==> src/rtl/ata_bridge_pkg.sv <==
package ata_bridge_pkg;
  typedef enum logic [1:0] {
    SZ_BYTE = 2'd0,
    SZ_HALF = 2'd1,
    SZ_WORD = 2'd2,
    SZ_RSVD = 2'd3
  } acc_size_e;

  typedef enum logic [1:0] {
    TGT_NONE = 2'd0,
    TGT_TF   = 2'd1,
    TGT_DATA = 2'd2
  } target_e;

  localparam int unsigned CTRL_REG_NUM = 8;
endpackage

==> src/rtl/ata_bridge_decode.sv <==
module ata_bridge_decode
  import ata_bridge_pkg::*;
#(
  parameter int unsigned AW       = 16,
  parameter int unsigned WIN_MSB  = 11,
  parameter int unsigned IDX_LSB  = 4,
  parameter int unsigned TF_LAST  = 7,
  parameter int unsigned ALIAS_A  = 8,
  parameter int unsigned ALIAS_B  = 22,
  parameter int unsigned REG_W    = 4
) (
  input  logic [AW-1:0]    addr_i,
  input  acc_size_e        size_i,
  output target_e          tgt_o,
  output logic [REG_W-1:0] tf_reg_o
);
  localparam int unsigned IDX_W = WIN_MSB - IDX_LSB + 1;

  logic [IDX_W-1:0] idx;
  assign idx = addr_i[WIN_MSB:IDX_LSB];

  always_comb begin
    tgt_o    = TGT_NONE;
    tf_reg_o = '0;
    unique case (size_i)
      SZ_BYTE: begin
        if (idx >= IDX_W'(1) && idx <= IDX_W'(TF_LAST)) begin
          tgt_o    = TGT_TF;
          tf_reg_o = idx[REG_W-1:0];
        end else if (idx == IDX_W'(ALIAS_A) || idx == IDX_W'(ALIAS_B)) begin
          tgt_o    = TGT_TF;
          tf_reg_o = REG_W'(CTRL_REG_NUM);
        end
      end
      SZ_HALF, SZ_WORD: begin
        if (idx == '0) tgt_o = TGT_DATA;
      end
      default: tgt_o = TGT_NONE;
    endcase
  end

  always_comb begin
    AST_TF_REG_RANGE: assert (tgt_o != TGT_TF ||
      (tf_reg_o >= REG_W'(1) && tf_reg_o <= REG_W'(CTRL_REG_NUM)));
    AST_DATA_ONLY_WIDE: assert (tgt_o != TGT_DATA || size_i != SZ_BYTE);
  end
endmodule

==> src/rtl/ata_bridge_swap.sv <==
module ata_bridge_swap #(
  parameter int unsigned DW = 32
) (
  input  logic [DW-1:0] din_i,
  input  logic          wide_i,
  output logic [DW-1:0] dout_o
);
  localparam int unsigned NB = DW / 8;

  logic [DW-1:0] rev_full;
  logic [DW-1:0] rev_half;

  for (genvar b = 0; b < NB; b++) begin : g_lane
    assign rev_full[8*b +: 8] = din_i[8*(NB-1-b) +: 8];
  end

  assign rev_half = {{(DW-16){1'b0}}, din_i[7:0], din_i[15:8]};
  assign dout_o   = wide_i ? rev_full : rev_half;
endmodule

==> src/rtl/mmio_ata_bridge.sv <==
module mmio_ata_bridge
  import ata_bridge_pkg::*;
#(
  parameter int unsigned AW    = 16,
  parameter int unsigned DW    = 32,
  parameter int unsigned REG_W = 4
) (
  input  logic             clk_i,
  input  logic             rst_ni,
  input  logic             req_valid_i,
  output logic             req_ready_o,
  input  logic             req_write_i,
  input  logic [1:0]       req_size_i,
  input  logic [AW-1:0]    req_addr_i,
  input  logic [DW-1:0]    req_wdata_i,
  output logic             rsp_valid_o,
  output logic [DW-1:0]    rsp_rdata_o,
  output logic [REG_W-1:0] tf_reg_o,
  output logic             tf_wr_o,
  output logic             tf_rd_o,
  output logic [7:0]       tf_wdata_o,
  input  logic [7:0]       tf_rdata_i,
  output logic             dp_wr_o,
  output logic             dp_rd_o,
  output logic             dp_wide_o,
  output logic [DW-1:0]    dp_wdata_o,
  input  logic [DW-1:0]    dp_rdata_i
);
  acc_size_e  size;
  target_e    tgt;
  logic       run_q;
  logic       fire;
  logic       wide;
  logic [DW-1:0] rd_swapped;
  logic [DW-1:0] rd_mux;

  assign size = acc_size_e'(req_size_i);

  ata_bridge_decode #(.AW(AW), .REG_W(REG_W)) u_decode (
    .addr_i  (req_addr_i),
    .size_i  (size),
    .tgt_o   (tgt),
    .tf_reg_o(tf_reg_o)
  );

  ata_bridge_swap #(.DW(DW)) u_swap_wr (
    .din_i (req_wdata_i),
    .wide_i(wide),
    .dout_o(dp_wdata_o)
  );

  ata_bridge_swap #(.DW(DW)) u_swap_rd (
    .din_i (dp_rdata_i),
    .wide_i(wide),
    .dout_o(rd_swapped)
  );

  always_ff @(posedge clk_i or negedge rst_ni) begin
    if (!rst_ni) run_q <= 1'b0;
    else         run_q <= 1'b1;
  end

  assign req_ready_o = run_q;
  assign fire        = req_valid_i & run_q;
  assign wide        = (size == SZ_WORD);
  assign dp_wide_o   = wide;
  assign tf_wdata_o  = req_wdata_i[7:0];

  assign tf_wr_o = fire &  req_write_i & (tgt == TGT_TF);
  assign tf_rd_o = fire & ~req_write_i & (tgt == TGT_TF);
  assign dp_wr_o = fire &  req_write_i & (tgt == TGT_DATA);
  assign dp_rd_o = fire & ~req_write_i & (tgt == TGT_DATA);

  always_comb begin
    unique case (tgt)
      TGT_TF:   rd_mux = {{(DW-8){1'b0}}, tf_rdata_i};
      TGT_DATA: rd_mux = rd_swapped;
      default: begin
        unique case (size)
          SZ_BYTE: rd_mux = {{(DW-8){1'b0}},  8'hFF};
          SZ_HALF: rd_mux = {{(DW-16){1'b0}}, 16'hFFFF};
          default: rd_mux = '1;
        endcase
      end
    endcase
  end

  always_ff @(posedge clk_i or negedge rst_ni) begin
    if (!rst_ni) begin
      rsp_valid_o <= 1'b0;
      rsp_rdata_o <= '0;
    end else begin
      rsp_valid_o <= fire & ~req_write_i;
      if (fire & ~req_write_i) rsp_rdata_o <= rd_mux;
    end
  end

  AST_ONE_STROBE: assert property (@(posedge clk_i) disable iff (!rst_ni)
    $countones({tf_wr_o, tf_rd_o, dp_wr_o, dp_rd_o}) <= 1);
  AST_RSP_AFTER_READ: assert property (@(posedge clk_i) disable iff (!rst_ni)
    (req_valid_i && req_ready_o && !req_write_i) |=> rsp_valid_o);
  AST_NO_RSP_AFTER_WRITE: assert property (@(posedge clk_i) disable iff (!rst_ni)
    (!(req_valid_i && req_ready_o) || req_write_i) |=> !rsp_valid_o);
  AST_IDLE_QUIET: assert property (@(posedge clk_i) disable iff (!rst_ni)
    !req_valid_i |-> !(tf_wr_o || tf_rd_o || dp_wr_o || dp_rd_o));
  AST_RSP_STABLE: assert property (@(posedge clk_i) disable iff (!rst_ni)
    !rsp_valid_o |=> (rsp_valid_o || $stable(rsp_rdata_o)));
endmodule

==> config.mk <==
export PLATFORM = sky130hd
export DESIGN_NAME = mmio_ata_bridge
export DESIGN_NICKNAME = d
export VERILOG_FILES = /design/src/rtl/ata_bridge_pkg.sv /design/src/rtl/ata_bridge_decode.sv /design/src/rtl/ata_bridge_swap.sv /design/src/rtl/mmio_ata_bridge.sv
export SDC_FILE = /design/constraint.sdc
export NUM_CORES = 1
export LEC_CHECK = 0
export CAP_MARGIN = 10
export CORE_UTILIZATION = 33
export CTS_CLUSTER_DIAMETER = 50
export DETAILED_ROUTE_END_ITERATION = 10
export GPL_TIMING_DRIVEN = 0
export PLACE_DENSITY = 0.84
export SKIP_LAST_GASP = 1
export SLEW_MARGIN = 20
export SYNTH_ARGS = -nofsm -noshare
export SYNTH_HDL_FRONTEND = slang
export SYNTH_SLANG_ARGS = --single-unit
==> constraint.sdc <==
create_clock -name clk_i -period 3.15 [get_ports clk_i]
set_input_delay 0.63 -clock clk_i [delete_from_list [all_inputs] [get_ports clk_i]]
set_output_delay 0.63 -clock clk_i [all_outputs]
set_load 0.1 [all_outputs]
==> results.sh <==
export IMPL_status="finished, violations left"
export IMPL_violations="setup timing"
export IMPL_die_w_um=83.3
export IMPL_yosysWarnings=0
export IMPL_place_congestion=0.813
export IMPL_tightest_slew_ps=994
export IMPL_seq_area_um2=851
export IMPL_cts_buffers=5
export IMPL_drt_wirelength_per_cell_um=16.2
export IMPL_combinationalPowerShare_pct=55.9
export IMPL_required_ps=2520
export IMPL_clkLatencyLatePin_ps=280
export IMPL_rr_startpoint="req_ready_o"
export IMPL_clock_root_buffer="clkbuf_8"
export IMPL_finalSetupViolations=2
export IMPL_initial_utilization_pct=34.3
export IMPL_num_vias=2485
export IMPL_crit_chain="buf_2, or4_4, or4b_4, inv_2, ha_4, buf_8, and4_4, buf_12"
export IMPL_final_area_um2=4180
export IMPL_layout_min_cycle_time_ps=3190
export IMPL_startpoint_type="input pin"
export IMPL_met2_usage_pct=43.8
export IMPL_drc=0
export IMPL_crit_path_end_kind="output port"
export IMPL_wl_um=8030
export IMPL_critPathBufInv=4
export IMPL_yosys_register_bits=34
export IMPL_final_antenna_net_count=0
export IMPL_cts_tree="yes"
export IMPL_yosysSeqAreaShare_pct=39.0
export IMPL_nets=519
export IMPL_cpPeakStageDelay_ps=550
export IMPL_path_delay_family="simple AND/OR/NAND/NOR gates"
export IMPL_synth_edf_count=0
export IMPL_antenna_found_initial=0
export IMPL_hold_viol=0
export IMPL_die_area_um2=6940
export IMPL_dr_pass1_iters=4
export IMPL_fin_crit_sh_pct=101
export IMPL_drtIter0Drc=70
export IMPL_maxSlewViolCount=0
export IMPL_gr_usage_met3_pct=5.96
export IMPL_busiest_layer="met2"
export IMPL_hold_class="input pin to asynchronous set/reset pin"
export IMPL_maxCapViolCount=0
export IMPL_p_clk_share_pct=16.9
export IMPL_skew_ps=3.71
export IMPL_synth_ff_type="dfrtp_1"
export IMPL_hpwl_um=6340
export IMPL_worstSetupPathType="input pin to output port"
export IMPL_p_sw_share_pct=50.2
export IMPL_layout_setup_ws_ps=-35.3
export IMPL_multi_input_area_um2=1280
export IMPL_die_h_um=83.3
export IMPL_rsz0062_at_grt="true"
export IMPL_grt_pass1_wl_um=12600
export IMPL_synthTopCellsByCount="dfrtp_1 (34), nor2_1 (34), a21oi_1 (25)"
export IMPL_yosys_top_cells_area="dfrtp_1 (39%), mux2_2 (12%), nor2_1 (5.9%)"
export IMPL_fmax_mhz=314
export IMPL_diodes=0
export IMPL_grt_max_degree=35
export IMPL_rrSetupSlack_ps=1560
export IMPL_vdd_ir_drop_max_v=0.000448
export IMPL_hold_ws_ps=296
export IMPL_grt_remaining_overflow=0
export IMPL_grt_usage_pct=23.1
export IMPL_io_buffer_count=168
export IMPL_cp_max_fo=5
export IMPL_cts_buffer_depth=2
export IMPL_cts_sinks=34
export IMPL_grt_pass1_vias=2482
export IMPL_path_clk_slew_ps=70
export IMPL_synth_top_area_share_pct=39.0
export IMPL_fill_cells=531
export IMPL_drive_above_1_share_pct=34.1
export IMPL_syn_to_final_growth_pct=91.6
export IMPL_boundaryPins=177
export IMPL_seqPwrFrac_pct=27.2
export IMPL_crit_slowest_cell="or4_4"
export IMPL_reg2reg_to="rsp_rdata_o[30]"
export IMPL_core_um2=6350
export IMPL_worstPathArrival_ps=2560
export IMPL_p_sw_mw=0.971
export IMPL_synth_nets=336
export IMPL_post_cts_hold_buffer_count=0
export IMPL_synth_cells=235
export IMPL_reg2regPathDepth=5
export IMPL_h_tree_depth=2
export IMPL_synthDistinctLibCells=31
export IMPL_syn_area_per_cell_um2=9.28
export IMPL_viasPerCell=5.01
export IMPL_grtUsageMet1_pct=25.7
export IMPL_syn_area_um2=2180
export IMPL_synth_largest_area_cell="dfrtp_1"
export IMPL_power_internal_mw=0.963
export IMPL_max_slew_margin_pct=33.5
export IMPL_power_leakage_nw=1.71
export IMPL_p_per_area_nw_per_um2=463
export IMPL_rows=29
export IMPL_place_area_um2=4030
export IMPL_async_flop_share_pct=100
-- logic make-up after synthesis --
family	Yosys count	share of synthesized area, %
muxes	32	16.1
other	1	0.172
AOI/OAI and AO/OA	47	14.2
adders and majority gates	7	4.02
and+or+nand+nor	85	19.8
DFF	34	39.0
buffers and inverters	29	6.71
-- sequential cells by signal, indices dropped and copies added (netlist names) --
register	count
rsp_rdata_o	32
rsp_valid_o	1
req_ready_o	1
-- worst max path at each step --
stage                  start              to  slack, ps  depth (start not counted)
4_1_cts        req_addr_i[9]         dp_wr_o        -80                          8
3_3_place_gp   req_addr_i[4]         dp_wr_o      -1510                          8
3_5_place_dp   req_addr_i[4]         dp_wr_o      -1520                          8
2_1_floorplan  req_size_i[0]  dp_wdata_o[21]        -30                          6
6_report       req_addr_i[5]         dp_wr_o        -40                          8
5_1_grt        req_size_i[1]         tf_wr_o        -80                         10
-- cell usage in the layout (no fill, tap or decap), types with 3 or more instances in the layout --
master	instances
and2_2	17
ha_1	3
mux2_2	24
a221oi_1	8
buf_4	25
nor2_1	34
dfrtp_1	34
clkdlybuf4s15_2	15
o22a_1	8
clkdlybuf4s50_1	117
inv_2	3
mux2i_1	8
clkbuf_2	4
clkbuf_8	7
clkbuf_1	6
buf_2	26
nand2_1	17
a21oi_1	24
buf_12	5
ha_4	3
-- metrics by stage --
step | cells | power (mW) | worst slack (ps) | setup TNS [ps] | utilization, %
after floorplan | 235 | 1.30 | -30.1 | -301 | -
after global placement | 480 | 1.62 | -1510 | -51620 | 63.2
after detailed placement | 481 | 1.63 | -1520 | -53800 | 63.5
after CTS | 496 | 1.96 | -77.5 | -77.5 | 67.0
after global routing | 496 | 2.00 | -82.0 | -161 | 65.8
final | 496 | 1.93 | -35.3 | -42.4 | 65.8
-- power by group through the flow --
stage | Combinational (mW) | Sequential (mW) | Clock [mW]
detailed placement | 1.10 | 0.534 | 0
finish | 1.08 | 0.527 | 0.327
global placement | 1.09 | 0.533 | 0
global route | 1.11 | 0.533 | 0.355
floorplan | 0.353 | 0.943 | 0
CTS | 1.09 | 0.527 | 0.335
-- cell type report --
type	count	area share, %
repair buffers	176	40.3
multi-input cells	172	30.7
flip-flops and latches	34	20.4
plain buffers	25	3.74
well taps	77	2.31
clock buffers	6	1.98
inverters	4	0.359
clock inverters	2	0.299
-- worst reg2reg max path: stages, from the launching register on --
cell	delay, ps
dfrtp_1	390
and3b_1	160
buf_2	210
o31a_1	340
buf_2	270
a21oi_1	100
-- per-layer routing --
| layer | vias to the layer above | part of all wire [%] |
|---|---|---|
| li1 | 1177 | - |
| met1 | 1185 | 38 |
| met2 | 117 | 53 |
| met3 | 6 | 7.9 |
| met4 | 0 | 0.72 |
| met5 | - | 0 |
-- repair_timing --
item / in CTS / in global routing
pin swaps: 5 / 3
setup endpoints to repair: 59 / 26
buffers inserted: 7 / 0
gates resized for setup: 227 / 27
No activity file was read; power rests on OpenSTA's default activity.
